### config.mk
export PLATFORM = sky130hd
export DESIGN_NAME = pred_commit
export DESIGN_NICKNAME = d
export VERILOG_FILES = /design/src/rtl/pcw_pkg.sv /design/src/rtl/pcw_slot_dec.sv /design/src/rtl/pcw_pred_file.sv /design/src/rtl/pcw_reg_file.sv /design/src/rtl/pred_commit.sv
export SDC_FILE = /design/constraint.sdc
export NUM_CORES = 2
export LEC_CHECK = 0
export ABC_AREA = 1
export BUFFER_PORTS_ARGS = -buffer_cell sky130_fd_sc_hd__buf_2
export CELL_PAD_IN_SITES_DETAIL_PLACEMENT = 0
export CELL_PAD_IN_SITES_GLOBAL_PLACEMENT = 2
export CORE_ASPECT_RATIO = 1.2
export CORE_UTILIZATION = 30
export CTS_CLUSTER_DIAMETER = 100
export DETAILED_ROUTE_END_ITERATION = 16
export PLACE_DENSITY_LB_ADDON = 0.1
export REMOVE_ABC_BUFFERS = 1
export SLEW_MARGIN = 15
export SYNTH_ARGS = -nofsm -noshare
export SYNTH_HDL_FRONTEND = slang
export SYNTH_HIERARCHICAL = 1
export SYNTH_SLANG_ARGS = --single-unit
### constraint.sdc
create_clock -name clk -period 4.7 [get_ports clk]
set_input_delay 0.235 -clock clk [delete_from_list [all_inputs] [get_ports clk]]
set_output_delay 0.235 -clock clk [all_outputs]
set_load 0.01 [all_outputs]
### src/rtl/pcw_pkg.sv
package pcw_pkg;
  typedef enum logic [2:0] {
    OP_NOP = 3'd0,
    OP_ALU = 3'd1,
    OP_LD  = 3'd2,
    OP_LDS = 3'd3,
    OP_CMP = 3'd4,
    OP_CHK = 3'd5
  } op_e;

  typedef struct packed {
    logic rwe;   // register write enable
    logic rtok;  // token value for the register write
    logic pwe;   // predicate pair write enable
    logic chk;   // check found a poisoned source
    logic exc;   // non-speculative load fault
  } slot_act_t;
endpackage

### src/rtl/pcw_slot_dec.sv
module pcw_slot_dec
  import pcw_pkg::*;
#(
  parameter int DW = 32
) (
  input  logic          vld,
  input  logic [2:0]    op,
  input  logic          qv,
  input  logic          ta,
  input  logic          tb,
  input  logic          flt,
  input  logic [DW-1:0] din,
  output slot_act_t     act,
  output logic [DW-1:0] dout
);
  logic en;

  always_comb begin
    en   = vld & qv;
    act  = '0;
    dout = din;
    case (op_e'(op))
      OP_ALU: begin
        act.rwe  = en;
        act.rtok = ta | tb;
      end
      OP_LD: begin
        if (flt) act.exc = en;
        else     act.rwe = en;
      end
      OP_LDS: begin
        act.rwe  = en;
        act.rtok = flt;
        if (flt) dout = '0;
      end
      OP_CMP: act.pwe = en;
      OP_CHK: act.chk = en & ta;
      default: act = '0;
    endcase
  end
endmodule

### src/rtl/pcw_pred_file.sv
module pcw_pred_file #(
  parameter int NP = 64,
  parameter int AW = 6,
  parameter int NS = 2
) (
  input  logic          clk,
  input  logic          rst,
  input  logic          we   [NS],
  input  logic [AW-1:0] wa   [NS],
  input  logic [AW-1:0] wb   [NS],
  input  logic          wv   [NS],
  input  logic [AW-1:0] qa   [NS],
  output logic          qv   [NS],
  input  logic [AW-1:0] rd_a,
  output logic          rd_v
);
  logic [NP-1:0] pr;

  // entry 0 is tied true on every read path
  always_comb begin
    for (int s = 0; s < NS; s++) qv[s] = (qa[s] == '0) ? 1'b1 : pr[qa[s]];
  end

  always_ff @(posedge clk) begin
    if (rst) begin
      pr   <= '0;
      rd_v <= 1'b0;
    end else begin
      rd_v <= (rd_a == '0) ? 1'b1 : pr[rd_a];
      for (int s = 0; s < NS; s++) begin
        if (we[s]) begin
          if (wa[s] != '0) pr[wa[s]] <= wv[s];
          if (wb[s] != '0) pr[wb[s]] <= ~wv[s];
        end
      end
    end
  end
endmodule

### src/rtl/pcw_reg_file.sv
module pcw_reg_file #(
  parameter int NR = 64,
  parameter int DW = 32,
  parameter int AW = 6,
  parameter int NS = 2
) (
  input  logic          clk,
  input  logic          rst,
  input  logic          we    [NS],
  input  logic [AW-1:0] wa    [NS],
  input  logic [DW-1:0] wd    [NS],
  input  logic          wt    [NS],
  input  logic [AW-1:0] sa    [NS],
  input  logic [AW-1:0] sb    [NS],
  output logic          sa_t  [NS],
  output logic          sb_t  [NS],
  input  logic [AW-1:0] rd_a,
  output logic [DW-1:0] rd_d,
  output logic          rd_t
);
  logic [DW-1:0] mem [NR];
  logic [NR-1:0] tok;

  always_comb begin
    for (int s = 0; s < NS; s++) begin
      sa_t[s] = tok[sa[s]];
      sb_t[s] = tok[sb[s]];
    end
  end

  // ascending slot order: the last matching assignment, the highest slot, lands
  always_ff @(posedge clk) begin
    if (rst) begin
      for (int r = 0; r < NR; r++) mem[r] <= '0;
      tok  <= '0;
      rd_d <= '0;
      rd_t <= 1'b0;
    end else begin
      rd_d <= mem[rd_a];
      rd_t <= tok[rd_a];
      for (int s = 0; s < NS; s++) begin
        if (we[s]) begin
          mem[wa[s]] <= wd[s];
          tok[wa[s]] <= wt[s];
        end
      end
    end
  end
endmodule

### src/rtl/pred_commit.sv
module pred_commit
  import pcw_pkg::*;
#(
  parameter int NSLOT = 2,
  parameter int NREG  = 64,
  parameter int NPRED = 64,
  parameter int DW    = 32,
  parameter int AW    = 6,
  parameter int SW    = (NSLOT > 1) ? $clog2(NSLOT) : 1
) (
  input  logic                clk,
  input  logic                rst,
  input  logic [NSLOT-1:0]    slot_vld,
  input  logic [3*NSLOT-1:0]  slot_op,
  input  logic [AW*NSLOT-1:0] slot_qp,
  input  logic [AW*NSLOT-1:0] slot_dst,
  input  logic [AW*NSLOT-1:0] slot_dst2,
  input  logic [AW*NSLOT-1:0] slot_srca,
  input  logic [AW*NSLOT-1:0] slot_srcb,
  input  logic [DW*NSLOT-1:0] slot_data,
  input  logic [NSLOT-1:0]    slot_cmp,
  input  logic [NSLOT-1:0]    slot_flt,
  input  logic [AW-1:0]       rd_reg,
  output logic [DW-1:0]       rd_data,
  output logic                rd_tok,
  input  logic [AW-1:0]       rd_pred,
  output logic                rd_pval,
  output logic                rcv_req,
  output logic [SW-1:0]       rcv_slot,
  output logic [AW-1:0]       rcv_reg,
  output logic                exc_req,
  output logic [SW-1:0]       exc_slot
);
  logic [AW-1:0] qa [NSLOT];
  logic          qv [NSLOT];
  logic [AW-1:0] da [NSLOT];
  logic [AW-1:0] db [NSLOT];
  logic [AW-1:0] sa [NSLOT];
  logic [AW-1:0] sb [NSLOT];
  logic          ta [NSLOT];
  logic          tb [NSLOT];
  logic [DW-1:0] wd [NSLOT];
  logic          rwe [NSLOT];
  logic          rtk [NSLOT];
  logic          pwe [NSLOT];
  logic          pwv [NSLOT];
  slot_act_t     act [NSLOT];

  for (genvar s = 0; s < NSLOT; s++) begin : g_slot
    assign qa[s]  = slot_qp[s*AW +: AW];
    assign da[s]  = slot_dst[s*AW +: AW];
    assign db[s]  = slot_dst2[s*AW +: AW];
    assign sa[s]  = slot_srca[s*AW +: AW];
    assign sb[s]  = slot_srcb[s*AW +: AW];
    assign rwe[s] = act[s].rwe;
    assign rtk[s] = act[s].rtok;
    assign pwe[s] = act[s].pwe;
    assign pwv[s] = slot_cmp[s];

    pcw_slot_dec #(.DW(DW)) u_dec (
      .vld  (slot_vld[s]),
      .op   (slot_op[s*3 +: 3]),
      .qv   (qv[s]),
      .ta   (ta[s]),
      .tb   (tb[s]),
      .flt  (slot_flt[s]),
      .din  (slot_data[s*DW +: DW]),
      .act  (act[s]),
      .dout (wd[s])
    );
  end

  pcw_pred_file #(.NP(NPRED), .AW(AW), .NS(NSLOT)) u_pred (
    .clk  (clk),
    .rst  (rst),
    .we   (pwe),
    .wa   (da),
    .wb   (db),
    .wv   (pwv),
    .qa   (qa),
    .qv   (qv),
    .rd_a (rd_pred),
    .rd_v (rd_pval)
  );

  pcw_reg_file #(.NR(NREG), .DW(DW), .AW(AW), .NS(NSLOT)) u_regs (
    .clk  (clk),
    .rst  (rst),
    .we   (rwe),
    .wa   (da),
    .wd   (wd),
    .wt   (rtk),
    .sa   (sa),
    .sb   (sb),
    .sa_t (ta),
    .sb_t (tb),
    .rd_a (rd_reg),
    .rd_d (rd_data),
    .rd_t (rd_tok)
  );

  // event selection: walk downwards so the lowest hitting slot is kept
  logic          c_hit, e_hit;
  logic [SW-1:0] c_slot, e_slot;
  logic [AW-1:0] c_reg;

  always_comb begin
    c_hit  = 1'b0;
    c_slot = '0;
    c_reg  = '0;
    e_hit  = 1'b0;
    e_slot = '0;
    for (int s = NSLOT - 1; s >= 0; s--) begin
      if (act[s].chk) begin
        c_hit  = 1'b1;
        c_slot = SW'(s);
        c_reg  = sa[s];
      end
      if (act[s].exc) begin
        e_hit  = 1'b1;
        e_slot = SW'(s);
      end
    end
  end

  always_ff @(posedge clk) begin
    if (rst) begin
      rcv_req  <= 1'b0;
      rcv_slot <= '0;
      rcv_reg  <= '0;
      exc_req  <= 1'b0;
      exc_slot <= '0;
    end else begin
      rcv_req  <= c_hit;
      rcv_slot <= c_slot;
      rcv_reg  <= c_reg;
      exc_req  <= e_hit;
      exc_slot <= e_slot;
    end
  end
endmodule

==> flow_metrics.tcl <==
set metrics [dict create \
    status "complete, no violations" \
    grt_overflow 0 \
    finalHoldViolCount 0 \
    synth-simple-area-share_pct 23.4 \
    cp-startpoint "u_regs/tok[25]" \
    period_needed_ns 4.46 \
    design_area_mm2 0.135 \
    regMostFlops "u_regs/mem" \
    antenna_found_initial 49 \
    worstPathRequired_ns 5.55 \
    yosysTopAreaCellShare_pct 52.4 \
    synth_cell_types 39 \
    first_global_vias 105000 \
    syn_to_final_growth_pct 15.3 \
    leakagePower_nw 49.3 \
    place_hpwl_mm 416 \
    crit_type "flop to flop" \
    synth_compound_area_share_pct 14.7 \
    final_cell_mix "3460 x nand2_1, 2251 x nand3_1, 2084 x o22ai_1" \
    yosysWarnings 6 \
    clk_path_buf_depth 4 \
    endpoint_kind "flop" \
    rows 251 \
    synth_fa_ha_area_share_pct 0 \
    fill_cells 40100 \
    finalCritPeriodShare_pct 94.8 \
    final_util_pct 34.8 \
    clock_latency_ns 0.94 \
    max_slew_margin_pct 17.3 \
    cp.arrival_ns 5.31 \
    power.density_mw_per_mm2 365 \
    r2r-start "u_regs/tok[25]" \
    dr.pass1.iters 14 \
    synth-seq-cells 2220 \
    clk_pin_slew_worst_paths_ns 0.06 \
    cts_max_level 5 \
    synth_top_family_by_area "simple AND/OR/NAND/NOR gates" \
    postPlaceCellArea_mm2 0.127 \
    die_h_um 687 \
    reg_top3 "u_regs/mem: 2048 flops, u_pred/pr: 64 flops, u_regs/tok: 64 flops" \
    worstMarginPinSlew_ns 1.24 \
    crit_fanout 6 \
    post_cts_buffers 0 \
    drive_above_1_share_pct 10.2 \
    fp.dieW_um 573 \
    start_util_pct 30.2 \
    cts_buffers 273 \
    final.setup.tns_ns 0 \
    max_freq_ghz 0.224 \
    min_from "slot_data[49]" \
    finalPower_mw 49.5 \
    slew_viol_final 0 \
    core_area_mm2 0.389 \
    portBuffers 193 \
    synth.yosys.seq_area_share_pct 55.3 \
    postSynthAreaPerCell_um2 8.77 \
    cts_sinks 2220 \
    drtIter0Drc 13200 \
    hp-class "primary input to flop" \
    cts_tree "done" \
    final_common_cell "nand2_1" \
    start_kind "flop" \
    placedCellCount 17900 \
    synth_area_leader_cell "edfxtp_1" \
    synth-xor-area-share_pct 0.0597 \
    netlist_area_mm2 0.117 \
    viasPerCell 6.04 \
    final_cells 18400 \
    synthCells 13400 \
    wl_mm 656 \
    die_area_mm2 0.394 \
    synthMuxAreaShare_pct 0 \
    gp_congestion 0.941 \
    vdd_drop_max_mv 0.261 \
    largest_register_ff_count 2048 \
    ys_top_cells_by_area "edfxtp_1 52%, nand2_1 11%, o22ai_1 11%" \
    wl_per_cell_um 35.6 \
    drc 0 \
    fin_skew_ns 0.0407 \
    grt_pass1_wl_mm 886 \
    ant_nets 0 \
    cap_violations 0 \
    nets 13200 \
    vias 111000 \
    grt_max_degree 144 \
    io_pins 194 \
    rsz0062_at_grt "no" \
    setup_viol 0 \
    grt_usage_pct 32.1 \
    root_buffer "clkbuf_16" \
]
[logic make-up after synthesis]
| family | after synthesis |
|---|---|
| AO/OA/AOI/OAI | 2861 |
| flip-flops | 2220 |
| XOR/XNOR | 8 |
| buffers and inverters | 1908 |
| AND/OR/NAND/NOR | 6392 |
[worst max-delay path: stages, from the launching register on]
cell           delay, ns
dfxtp_1             0.59
inv_1               0.24
o21ai_0             0.22
a21oi_1             0.06
o21ai_0             0.30
nand2_1             0.09
nand3_1             0.08
nand3b_1            0.08
nand2_1             0.13
nand2_1             0.07
nor3_1              0.35
dlygate4sd3_1       0.68
inv_2               0.05
nor2_2              0.20
nand2_1             0.07
dlygate4sd3_1       0.58
nand2_1             0.07
dlygate4sd3_1       0.55
[power by group]
part / leakage [nW] / total, mW / internal, mW / switching (mW)
registers: 23.4 / 22.1 / 22.0 / 0.140
clock network: 4.11 / 21.0 / 11.8 / 9.15
logic: 21.8 / 6.38 / 1.28 / 5.09
total: 49.3 / 49.5 / 35.1 / 14.4
[worst paths after layout]
check	end	slack [ns]	cells after the start
setup / recovery	rcv_reg[0]	0.24	17
hold / removal	u_regs/mem[45][17]	0.06	5
setup reg to reg	rcv_reg[0]	0.24	17
hold reg to reg	u_pred/pr[0]	0.59	2
[synth_stat cells (all sizes together)]
cell type and n:
inv 464, o21ai 346, nor3b 1, buf 485
o22ai 2084, o221ai 2, o211ai 32, xor2 8
or2 6, clkbuf 950, o31ai 3, nand2 3490
nand4 26, clkinv 9, edfxtp 2048, a21oi 335
nor2 480, nor3 43, a31oi 11, nand3b 37
dfxtp 172, o2111ai 46, a211oi 1, nor4 4
o32ai 1, nand3 2305
[final cells by class]
class                   instances  area [µm²]  share of cell area [%]
diodes                         14        35.0                  0.0259
inverters                     473        1970                    1.46
clock buffers                 354        7420                    5.48
clock inverters               124        1060                   0.780
repair buffers                786        8390                    6.20
well taps                    5186        6490                    4.79
multi-input cells            9261       45100                    33.3
flip-flops and latches       2220       64900                    48.0
[layer usage]
layer / global-route usage (%) / wire, µm / part of all wire [%] / vias to the layer above
met1: 39.4 / 254000 / 39 / 56300
li1: - / - / - / 47800
met5: 0 / 195 / 0.030 / -
met3: 6.16 / 54000 / 8.2 / 1167
met2: 52.6 / 304000 / 46 / 5861
met4: 18.5 / 44100 / 6.7 / 28
[metrics by stage]
stage	hold WS (ns)	setup WS, ns
after CTS	0.00266	0.264
after detailed placement	0.535	0.329
after global placement	0.533	0.159
after global routing	0.0701	0.0771
final	0.0631	0.244
after floorplan	0.297	-11.31
[repair_timing]
| item | 4_1_cts | 5_1_grt |
|---|---|---|
| hold buffers | 40 | 0 |
| endpoints found under the hold margin | 52 | 0 |
| setup endpoints to repair | 0 | 1 |
| resized for setup | 0 | 1 |
Power figures use the tool's default switching activity.
